--- config.mk ---
export PLATFORM = sky130hd
export DESIGN_NAME = sinc4_decim
export DESIGN_NICKNAME = d
export VERILOG_FILES = /design/src/rtl/sinc4_pkg.sv /design/src/rtl/sinc_integ.sv /design/src/rtl/sinc_comb.sv /design/src/rtl/sinc_outreg.sv /design/src/rtl/sinc4_decim.sv
export SDC_FILE = /design/constraint.sdc
export NUM_CORES = 1
export LEC_CHECK = 0
export CAP_MARGIN = 30
export CORE_MARGIN = 1.5
export CORE_UTILIZATION = 55
export DETAILED_ROUTE_END_ITERATION = 7
export PLACE_DENSITY = 0.74
export SYNTH_ARGS = -nofsm -noshare
export SYNTH_HDL_FRONTEND = slang
export SYNTH_SLANG_ARGS = --single-unit
--- constraint.sdc ---
create_clock -name clk -period 21.3 [get_ports clk]
set_input_delay 4.26 -clock clk [delete_from_list [all_inputs] [get_ports clk]]
set_output_delay 4.26 -clock clk [all_outputs]
set_load 0.03 [all_outputs]
--- src/rtl/sinc4_pkg.sv ---
package sinc4_pkg;
    // speed select encoding: fast ratio when high
    typedef enum logic {
        RATE_SLOW = 1'b0,
        RATE_FAST = 1'b1
    } rate_e;
endpackage

--- src/rtl/sinc_integ.sv ---
module sinc_integ #(
    parameter int W = 53,
    parameter int N = 4
) (
    input  logic         clk,
    input  logic         rst_n,
    input  logic         clr,
    input  logic         ce,
    input  logic [W-1:0] din,
    output logic [W-1:0] sum_o
);
    typedef struct packed {
        logic [N-1:0][W-1:0] acc;
    } integ_t;

    integ_t st_d, st_q;
    logic [W-1:0] tap [N+1];

    assign tap[0] = din;
    generate
        for (genvar k = 0; k < N; k++) begin : g_stage
            assign tap[k+1] = st_q.acc[k] + tap[k];
        end
    endgenerate

    // value of the last stage including the present sample
    assign sum_o = tap[N];

    always_comb begin
        st_d = st_q;
        if (clr) begin
            st_d = '0;
        end else if (ce) begin
            for (int k = 0; k < N; k++) begin
                st_d.acc[k] = tap[k+1];
            end
        end
    end

    always_ff @(posedge clk) begin
        if (!rst_n) st_q <= '0;
        else        st_q <= st_d;
    end

    p_integ_flush_r8: assert property (@(posedge clk) disable iff (!rst_n)
        clr |=> (st_q == '0));
endmodule

--- src/rtl/sinc_comb.sv ---
module sinc_comb #(
    parameter int W = 53,
    parameter int N = 4
) (
    input  logic         clk,
    input  logic         rst_n,
    input  logic         clr,
    input  logic         load,
    input  logic [W-1:0] x,
    output logic [W-1:0] y
);
    typedef struct packed {
        logic [N-1:0][W-1:0] dly;
    } comb_t;

    comb_t st_d, st_q;
    logic [W-1:0] diff [N+1];

    assign diff[0] = x;
    generate
        for (genvar k = 0; k < N; k++) begin : g_stage
            assign diff[k+1] = diff[k] - st_q.dly[k];
        end
    endgenerate

    assign y = diff[N];

    always_comb begin
        st_d = st_q;
        if (clr) begin
            st_d = '0;
        end else if (load) begin
            for (int k = 0; k < N; k++) begin
                st_d.dly[k] = diff[k];
            end
        end
    end

    always_ff @(posedge clk) begin
        if (!rst_n) st_q <= '0;
        else        st_q <= st_d;
    end

    p_comb_flush_r8: assert property (@(posedge clk) disable iff (!rst_n)
        clr |=> (st_q == '0));
endmodule

--- src/rtl/sinc_outreg.sv ---
module sinc_outreg #(
    parameter int W       = 53,
    parameter int OUT_W   = 20,
    parameter int SH_SLOW = 32,
    parameter int SH_FAST = 20
) (
    input  logic             clk,
    input  logic             rst_n,
    input  logic             clr,
    input  logic             load,
    input  logic             fast,
    input  logic             full_i,
    input  logic [W-1:0]     y,
    output logic [OUT_W-1:0] result_o,
    output logic             valid_o,
    output logic             settled_o
);
    localparam logic signed [W-1:0] MAX_V = W'((64'sd1 <<< (OUT_W-1)) - 64'sd1);
    localparam logic signed [W-1:0] MIN_V = -MAX_V - W'(1);

    typedef struct packed {
        logic [OUT_W-1:0] res;
        logic             vld;
        logic             set;
    } out_t;

    out_t st_d, st_q;
    logic signed [W-1:0] ys;
    logic signed [W-1:0] shv;
    logic [OUT_W-1:0]    clipped;

    assign ys  = $signed(y);
    assign shv = fast ? (ys >>> SH_FAST) : (ys >>> SH_SLOW);

    always_comb begin
        if (shv > MAX_V)      clipped = MAX_V[OUT_W-1:0];
        else if (shv < MIN_V) clipped = MIN_V[OUT_W-1:0];
        else                  clipped = shv[OUT_W-1:0];
    end

    always_comb begin
        st_d     = st_q;
        st_d.vld = 1'b0;
        if (clr) begin
            st_d = '0;
        end else if (load) begin
            st_d.res = clipped;
            st_d.vld = 1'b1;
            st_d.set = full_i;
        end
    end

    always_ff @(posedge clk) begin
        if (!rst_n) st_q <= '0;
        else        st_q <= st_d;
    end

    assign result_o  = st_q.res;
    assign valid_o   = st_q.vld;
    assign settled_o = st_q.set;

    p_result_held_r2: assert property (@(posedge clk) disable iff (!rst_n)
        (!load && !clr) |=> $stable(result_o));
endmodule

--- src/rtl/sinc4_decim.sv ---
module sinc4_decim
    import sinc4_pkg::*;
#(
    parameter int ORDER  = 4,
    parameter int R_SLOW = 7680,
    parameter int R_FAST = 960,
    parameter int OUT_W  = 20
) (
    input  logic             clk,
    input  logic             rst_n,
    input  logic             mod_ce,
    input  logic             mod_bit,
    input  logic             speed_sel,
    input  logic             restart,
    output logic [OUT_W-1:0] result_o,
    output logic             result_valid_o,
    output logic             settled_o
);
    localparam int LOG_SLOW = $clog2(R_SLOW);
    localparam int LOG_FAST = $clog2(R_FAST);
    localparam int ACC_W    = ORDER * LOG_SLOW + 1;
    localparam int CNT_W    = LOG_SLOW;
    localparam int SET_W    = $clog2(ORDER + 1);
    localparam int SH_SLOW  = ORDER * LOG_SLOW - OUT_W;
    localparam int SH_FAST  = ORDER * LOG_FAST - OUT_W;
    localparam logic [CNT_W-1:0] LAST_SLOW = CNT_W'(R_SLOW - 1);
    localparam logic [CNT_W-1:0] LAST_FAST = CNT_W'(R_FAST - 1);
    localparam logic [SET_W-1:0] SET_FULL  = SET_W'(ORDER);

    typedef struct packed {
        rate_e            speed;
        logic [CNT_W-1:0] cnt;
        logic [SET_W-1:0] settle;
    } ctl_t;

    ctl_t ctl_d, ctl_q;
    logic             clr;
    logic             sample;
    logic             last;
    logic [CNT_W-1:0] last_idx;
    logic [ACC_W-1:0] din;
    logic [ACC_W-1:0] isum;
    logic [ACC_W-1:0] cy;

    assign clr      = restart || (rate_e'(speed_sel) != ctl_q.speed);
    assign sample   = mod_ce && !clr;
    assign last_idx = (ctl_q.speed == RATE_FAST) ? LAST_FAST : LAST_SLOW;
    assign last     = sample && (ctl_q.cnt == last_idx);
    assign din      = mod_bit ? ACC_W'(1) : {ACC_W{1'b1}};

    always_comb begin
        ctl_d       = ctl_q;
        ctl_d.speed = rate_e'(speed_sel);
        if (clr) begin
            ctl_d.cnt    = '0;
            ctl_d.settle = '0;
        end else if (sample) begin
            if (last) begin
                ctl_d.cnt = '0;
                if (ctl_q.settle != SET_FULL) ctl_d.settle = ctl_q.settle + SET_W'(1);
            end else begin
                ctl_d.cnt = ctl_q.cnt + CNT_W'(1);
            end
        end
    end

    always_ff @(posedge clk) begin
        if (!rst_n) begin
            ctl_q.speed  <= RATE_SLOW;
            ctl_q.cnt    <= '0;
            ctl_q.settle <= '0;
        end else begin
            ctl_q <= ctl_d;
        end
    end

    sinc_integ #(.W(ACC_W), .N(ORDER)) u_integ (
        .clk   (clk),
        .rst_n (rst_n),
        .clr   (clr),
        .ce    (sample),
        .din   (din),
        .sum_o (isum)
    );

    sinc_comb #(.W(ACC_W), .N(ORDER)) u_comb (
        .clk   (clk),
        .rst_n (rst_n),
        .clr   (clr),
        .load  (last),
        .x     (isum),
        .y     (cy)
    );

    sinc_outreg #(.W(ACC_W), .OUT_W(OUT_W), .SH_SLOW(SH_SLOW), .SH_FAST(SH_FAST)) u_out (
        .clk       (clk),
        .rst_n     (rst_n),
        .clr       (clr),
        .load      (last),
        .fast      (ctl_q.speed == RATE_FAST),
        .full_i    (ctl_d.settle == SET_FULL),
        .y         (cy),
        .result_o  (result_o),
        .valid_o   (result_valid_o),
        .settled_o (settled_o)
    );

    p_cnt_in_period_r2: assert property (@(posedge clk) disable iff (!rst_n)
        ctl_q.cnt <= last_idx);

    p_strobe_single_r3: assert property (@(posedge clk) disable iff (!rst_n)
        result_valid_o |=> !result_valid_o);

    p_settle_with_strobe_r4: assert property (@(posedge clk) disable iff (!rst_n)
        $rose(settled_o) |-> result_valid_o);

    p_restart_clears_r8: assert property (@(posedge clk) disable iff (!rst_n)
        restart |=> (!settled_o && !result_valid_o && result_o == '0));

    p_speed_flush_r9: assert property (@(posedge clk) disable iff (!rst_n)
        (rate_e'(speed_sel) != ctl_q.speed) |=> (!settled_o && !result_valid_o));
endmodule

==> run metrics, run 1 <==
run status completed; final worst path period share 95.0%; Synthesized Nets 5047; routed vias 30.6k; Ports 28; core footprint 64800 um^2; Synth Area per Inst 7.86 um^2; DIE AREA 67500 um^2; MaxCap Viol Count 0; # nets final 5025; placed cell areas 37400 um^2; mux share of post-synthesis cell area 5.55%; FF+latch count, synth 463; Worst Path Class, Setup in -> reg; cell taking the most area after synthesis dfxtp_1; Die Ht 260 um; Final min period 20230 ps; vias in the first global route 28.5k; die width 260 um; Worst-Margin Slew 1160 ps; Max stage delay on crit path 510 ps; input/output buffers 27; Post-synth EDFFs 0; Hold Path Class reg -> reg; Critical-path top delay cell or4b_4; total gr overflow 0; initial antenna violation count 0; simple-gate share of the synthesized area 16.0%; max frequency 0.0494 GHz; fillers 5848; area delta synth->final 8.79%; FP Rows 93; layout cells sized above 1 4.18%; Setup crit start kind input pin; CTS tree yes; Routed Antenna Nets 0; first-pass detailed-route iteration total 8; Worst-path clk slew 60 ps; Critical Path RT 21810 ps; Compound-Gate Fraction of Synth Area 23.4%; Slew Viols, Final 0; final clock skew 20.3 ps; Seq/Total Area, Yosys 25.6%; post-synthesis xor/xnor area fraction 9.59%; DR vias/cell 5.57; worst-skew pair later-pin latency 630 ps; GP Congestion 0.901; finished layout cell area 39400 um^2; HPWL after DPL 57000 um; Final Hold Fails 0; top cell family by delay on the critical path compound AO/OA/AOI/OAI gates; Mapped Area 36300 um^2; dpl cells 5386; largest net degree at the start of global routing 201; sequential cell area 9270 um^2; 1st-iter DRT viols 1489; largest family of logic cells by synthesized area compound AO/OA/AOI/OAI gates; Num CTS Buffers 55; Finished Layout Cells 5491; largest cells by area after synthesis dfxtp_1, ha_1, a21oi_1; Max-slew headroom 22.4%; unrepaired setup endpoints after global routing yes; gr usage total 22.6%; root cell of the clock tree clkbuf_16; Most used DFF post-synth dfxtp_1; Final setup viols 0; Sink Count 463; Cells after Synth 4615; critical path arrival 20740 ps; wire length of the first global-routing pass 132000 um; Synth warnings 0; cell repeated most along the worst path a21o_1; CP Buf/Inv Count 4; Max Root-Sink Buffers 3; area taken by multi-input logic gates 25300 um^2; synth unique cells 85; post-synthesis adder-cell area fraction 14.8%; Routed WL per cell 14.2 um; setup TNS 0 ps; Diodes inserted 0; H-tree depth 2; Yosys top cell area share 25.6%; CP Capture Type flip-flop; Initial Util 55.9%; ys async rst share 0%; Fin Hold WS 451 ps; DRC 0; crit-path max FO 18; drt total wl 77700 um
[area by class of cell]
class                   instances  area share [%]
well taps                     855            2.71
flip-flops and latches        463            23.5
clock buffers                  80            4.03
inverters                     348            3.31
multi-input cells            3663            64.2
clock inverters                20           0.615
repair buffers                 62            1.65
[worst register-to-register path, delay by kind of cell (launching register included)]
kind / cells / cell delay, ps
buffers and inverters: 2 / 360
and+or+nand+nor: 25 / 4500
adders and majority gates: 8 / 2550
AOI/OAI and AO/OA: 35 / 6540
xor gates and xnor gates: 9 / 1850
DFF: 1 / 370
[metrics by stage]
stage,worst slack [ps],util (%)
floorplan,1090,-
global placement,175,57.6
detailed placement,-178,57.7
CTS,403,60.5
global route,-38.9,60.9
finish,1070,60.9
[Yosys cell counts, types with 118 or more instances]
cell type / instances
xnor2_1: 262
nand2_1: 543
o21ai_0: 202
a21o_1: 208
clkbuf_1: 118
dfxtp_1: 463
xor2_1: 122
inv_1: 348
a21oi_1: 514
nor2_1: 399
mux2i_1: 200
ha_1: 419
[registers in the layout, summed over array words and instances (netlist names)]
register / cells
ctl_q: 17
u_comb.st_q: 212
u_integ.st_q: 212
u_out.result_o: 20
u_out.settled_o: 1
u_out.valid_o: 1
[final timing paths]
path,slack (ps),start,endpoint,cells past startpoint
worst min-delay path,450,u_comb.st_q[101],u_comb.st_q[101],2
worst min register to register,450,u_comb.st_q[101],u_comb.st_q[101],2
worst max register to register,5010,u_integ.st_q[1],u_out.result_o[14],79
worst max-delay path,1070,mod_bit,u_out.result_o[14],81
[cell families (layout without fill, tap and decap cells)]
| kind of cell | Yosys count | in the layout |
|---|---|---|
| muxes | 201 | 201 |
| AOI/OAI and AO/OA | 1337 | 1337 |
| DFF | 463 | 463 |
| adders and majority gates | 426 | 426 |
| and+or+nand+nor | 1310 | 1310 |
| buffers and inverters | 489 | 510 |
| xor gates and xnor gates | 389 | 389 |
[what timing repair did]
item | CTS | global route
endpoints found under the setup margin | 0 | 20
gates resized for setup | 0 | 38
setup buffers | 0 | 4
hold buffers | 0 | 0
[placed cells by master (no fill, tap or decap), types with 46 or more instances in the layout]
master,Yosys,layout
xnor2_1,262,261
dfxtp_1,463,463
o21ai_0,202,198
nor2_1,399,395
nand2b_1,54,54
xor2_1,122,120
ha_1,419,418
nand2_1,543,542
nand3_1,61,61
nor2b_1,47,46
mux2i_1,200,200
inv_1,348,347
a21o_1,208,208
clkbuf_16,0,55
a21oi_1,514,511
o21bai_1,85,85
[routing by layer]
layer | track usage [%] | wire [um] | vias to the layer above
li1 | - | - | 16200
met1 | 29.8 | 38600 | 13900
met2 | 38.8 | 35000 | 395
met3 | 2.45 | 2270 | 127
met4 | 6.86 | 1870 | 0
met5 | 0 | 0 | -
Power of run 1 is not shown: default switching activity piles up to over one toggle a cycle in this logic, so the estimate is an artifact.
==> run 2: changes to the inputs <==
--- a/config.mk
+++ b/config.mk
@@ -9,7 +9,10 @@
 export CORE_MARGIN = 1.5
 export CORE_UTILIZATION = 55
 export DETAILED_ROUTE_END_ITERATION = 7
+export GPL_ROUTABILITY_DRIVEN = 0
 export PLACE_DENSITY = 0.74
+export SETUP_SLACK_MARGIN = 0.05
+export SKIP_CTS_REPAIR_TIMING = 1
 export SYNTH_ARGS = -nofsm -noshare
 export SYNTH_HDL_FRONTEND = slang
 export SYNTH_SLANG_ARGS = --single-unit
==> run 2 against run 1 <==
Net effect:
- maximum frequency increased by 0.23%
- highest routed layer unchanged
- global-route usage up 0.23 points
- clock skew is 6.4 ps lower
- first-iteration DRC count up 12%
==> run metrics, run 2 (synthesis results as in run 1) <==
run status completed; Fin Hold WS 451 ps; HPWL after DPL 57000 um; setup TNS 0 ps; crit-path max FO 19; Diodes inserted 0; Reg2Reg Depth 80; final clock skew 13.9 ps; area taken by multi-input logic gates 25300 um^2; Sink Count 463; FP Rows 93; DR vias/cell 5.60; most frequent cells in the layout nand2_1, a21oi_1, dfxtp_1, ha_1, nor2_1; die width 260 um; Num CTS Buffers 54; sequential cell area 9270 um^2; largest net degree at the start of global routing 202; Ports 28; Routed Antenna Nets 0; fillers 5898; Max Root-Sink Buffers 3; vias in the first global route 28.7k; max frequency 0.0495 GHz; Slew Viols, Final 0; Finished Layout Cells 5484; Setup crit start kind input pin; Critical-path top delay cell or4b_4; DIE AREA 67500 um^2; cell repeated most along the worst path a21o_1; Final Hold Fails 0; hold depth 2; Initial Util 55.9%; layout cells sized above 1 3.91%; Routed WL per cell 14.3 um; Max-slew headroom 20.9%; initial antenna violation count 0; Final setup viols 0; Max stage delay on crit path 510 ps; final worst path period share 94.8%; total gr overflow 0; Worst Path Class, Setup in -> reg; MaxCap Viol Count 0; Die Ht 260 um; gr usage total 22.9%; Worst-path clk slew 60 ps; setup ws final 1120 ps; drt total wl 78400 um; area delta synth->final 8.50%; dpl cells 5385; H-tree depth 2; input/output buffers 27; routed vias 30.7k; worst-skew pair later-pin latency 610 ps; DRC 0; core footprint 64800 um^2; Critical Path RT 21800 ps; Worst-Margin Slew 1170 ps; root cell of the clock tree clkbuf_16; Final min period 20180 ps; Hold Path Class reg -> reg; CTS tree yes; critical path arrival 20680 ps; 1st-iter DRT viols 1668; first-pass detailed-route iteration total 5; wire length of the first global-routing pass 133000 um; # nets final 5020; commonest non-fill, non-tap cell in the layout nand2_1; pre-CTS WS -210 ps; CP Capture Type flip-flop
-- run 2: per-layer routing --
metal  GRT usage [%]  vias up  wire length [um]
li1                -    16200                 -
met1            30.3    14000             38700
met2            38.5      456             34900
met3            2.53      132              2450
met4            7.91        0              2330
met5               0        -                 0
-- run 2: critical path: cells and delay by family --
kind	cells	cell delay, ps
AO/OA/AOI/OAI	38	7300
AND/OR/NAND/NOR	24	4310
buffers and inverters	4	820
adder cells (fa/ha/maj)	8	2590
XOR/XNOR	8	1370
-- run 2: cell type report --
type / instances / share of cell area (%)
clock buffers: 90 / 4.37
clock inverters: 7 / 0.165
inverters: 348 / 3.32
multi-input cells: 3663 / 64.3
flip-flops and latches: 463 / 23.6
well taps: 855 / 2.72
repair buffers: 58 / 1.56
-- run 2: worst paths after layout --
check / startpoint / end / slack [ps]
max: mod_bit / u_out.result_o[9] / 1120
min: u_comb.st_q[67] / u_comb.st_q[67] / 450
max reg2reg: u_integ.st_q[1] / u_out.result_o[9] / 5050
min reg2reg: u_comb.st_q[67] / u_comb.st_q[67] / 450
-- run 2: metrics by stage --
stage          cell area [um^2]  utilization [%]
2_1_floorplan             36300                -
3_3_place_gp              37300             57.6
3_5_place_dp              37400             57.7
4_1_cts                   39200             60.4
5_1_grt                   39300             60.7
6_report                  39300             60.7
Power of run 2 is left out for the same reason.
==> run 3: changes to the inputs <==
--- a/config.mk
+++ b/config.mk
@@ -5,12 +5,14 @@
 export SDC_FILE = /design/constraint.sdc
 export NUM_CORES = 1
 export LEC_CHECK = 0
-export CAP_MARGIN = 30
+export ABC_CLOCK_PERIOD_IN_PS = 21300
+export CAP_MARGIN = 0
 export CORE_MARGIN = 1.5
 export CORE_UTILIZATION = 55
 export DETAILED_ROUTE_END_ITERATION = 7
 export GPL_ROUTABILITY_DRIVEN = 0
 export PLACE_DENSITY = 0.74
+export REMOVE_ABC_BUFFERS = 1
 export SETUP_SLACK_MARGIN = 0.05
 export SKIP_CTS_REPAIR_TIMING = 1
 export SYNTH_ARGS = -nofsm -noshare
==> run 3 against run 2 <==
Net effect:
- clock skew rose by 4.8 ps
- critical path type unchanged
- first-iteration DRC count fell by 23%
- worst hold slack about the same
- routed wire length rose by 0.43%
- global-route usage up 0.097 points
- setup slack improved by 120 ps
- maximum frequency rose by 0.59%
- utilization rose by 0.65 points
==> run metrics, run 3 (synthesis results as in run 1) <==
Max-slew headroom 13.6%; Routed WL per cell 14.2 um; CP Capture Type flip-flop; Initial Util 55.9%; Final min period 20070 ps; max frequency 0.0498 GHz; layout cells sized above 1 4.88%; Setup crit start kind input pin; Final Hold Fails 0; CP Buf/Inv Count 6; initial antenna violation count 0; die width 260 um; final clock skew 18.7 ps; pre-CTS WS 193 ps; vias in the first global route 29.0k; # nets final 5057; wire length of the first global-routing pass 134000 um; R2R setup slack 5170 ps; setup ws final 1230 ps; Die Ht 260 um; input/output buffers 27; crit-path max FO 19; Num CTS Buffers 57; critical path arrival 20580 ps; DR vias/cell 5.55; Max Root-Sink Buffers 3; fillers 5858; cell repeated most along the worst path a21o_1; CTS tree yes; H-tree depth 2; worst-skew pair later-pin latency 630 ps; 1st-iter DRT viols 1287; first-pass detailed-route iteration total 5; root cell of the clock tree clkbuf_16; final worst path period share 94.2%; total gr overflow 0; commonest non-fill, non-tap cell in the layout nand2_1; Routed Antenna Nets 0; Max stage delay on crit path 510 ps; Sink Count 463; top cell family by delay on the critical path compound AO/OA/AOI/OAI gates; Slew Viols, Final 0; Worst Path Class, Setup in -> reg; MaxCap Viol Count 0; DIE AREA 67500 um^2; Worst-Margin Slew 1300 ps; Diodes inserted 0; routed vias 30.7k; drt total wl 78700 um; largest net degree at the start of global routing 203; FP Rows 93; Worst-path clk slew 60 ps; run status completed; Ports 28; DRC 0; gr usage total 23.0%; Critical Path RT 21810 ps; Final setup viols 0; most frequent cells in the layout nand2_1, a21oi_1, dfxtp_1, ha_1, nor2_1; HPWL after DPL 57300 um; area delta synth->final 9.67%; Hold Path Class reg -> reg; core footprint 64800 um^2; Critical-path top delay cell or4b_4
-- run 3: cell count changes in the layout (fill, tap and decap cells not counted), sizes merged --
cell	delta
inv	+2
clkbuf	-14
clkinv	+9
buf	+34
clkinvlp	+3
bufinv	+8
-- run 3: cell type report --
class / instances / area, um^2 / share of cell area [%]
Clock buffer: 76 / 1630 / 4.09
Sequential cell: 463 / 9270 / 23.3
Clock inverter: 29 / 394 / 0.991
Inverter: 348 / 1310 / 3.29
Tap cell: 855 / 1070 / 2.69
Timing Repair Buffer: 92 / 817 / 2.06
Multi-Input combinational cell: 3663 / 25300 / 63.6
-- run 3: worst paths after layout --
path | to | cells past startpoint | from
min | u_out.settled_o | 2 | u_out.settled_o
max reg2reg | u_out.result_o[0] | 81 | u_integ.st_q[1]
max | u_out.result_o[0] | 83 | mod_bit
min reg2reg | u_out.settled_o | 2 | u_out.settled_o
-- run 3: worst register-to-register path, delay by kind of cell (launching register included) --
kind	cells	cell delay, ps
AOI/OAI and AO/OA	37	6960
and+or+nand+nor	24	4180
adders and majority gates	8	2570
xor gates and xnor gates	8	1340
buffers and inverters	4	580
DFF	1	360
-- run 3: layer usage --
metal	wire length, um	GRT usage (%)	vias to the layer above
li1	-	-	16200
met1	38900	30.7	13900
met2	35300	38.7	429
met3	2490	2.35	142
met4	2030	7.28	0
met5	0	0	-
-- run 3: stage by stage --
step | cells | area [um^2] | hold slack, ps | utilization (%) | TNS [ps]
final | 5526 | 39800 | 451 | 61.3 | 0
after global routing | 5526 | 39800 | 468 | 61.3 | -1.59
after CTS | 5522 | 39600 | 454 | 61.1 | 0
after detailed placement | 5417 | 37600 | 446 | 58.0 | 0
after global placement | 5417 | 37600 | 440 | 58.0 | 0
after floorplan | 4474 | 35700 | 432 | - | 0
Power of run 3 is left out for the same reason.
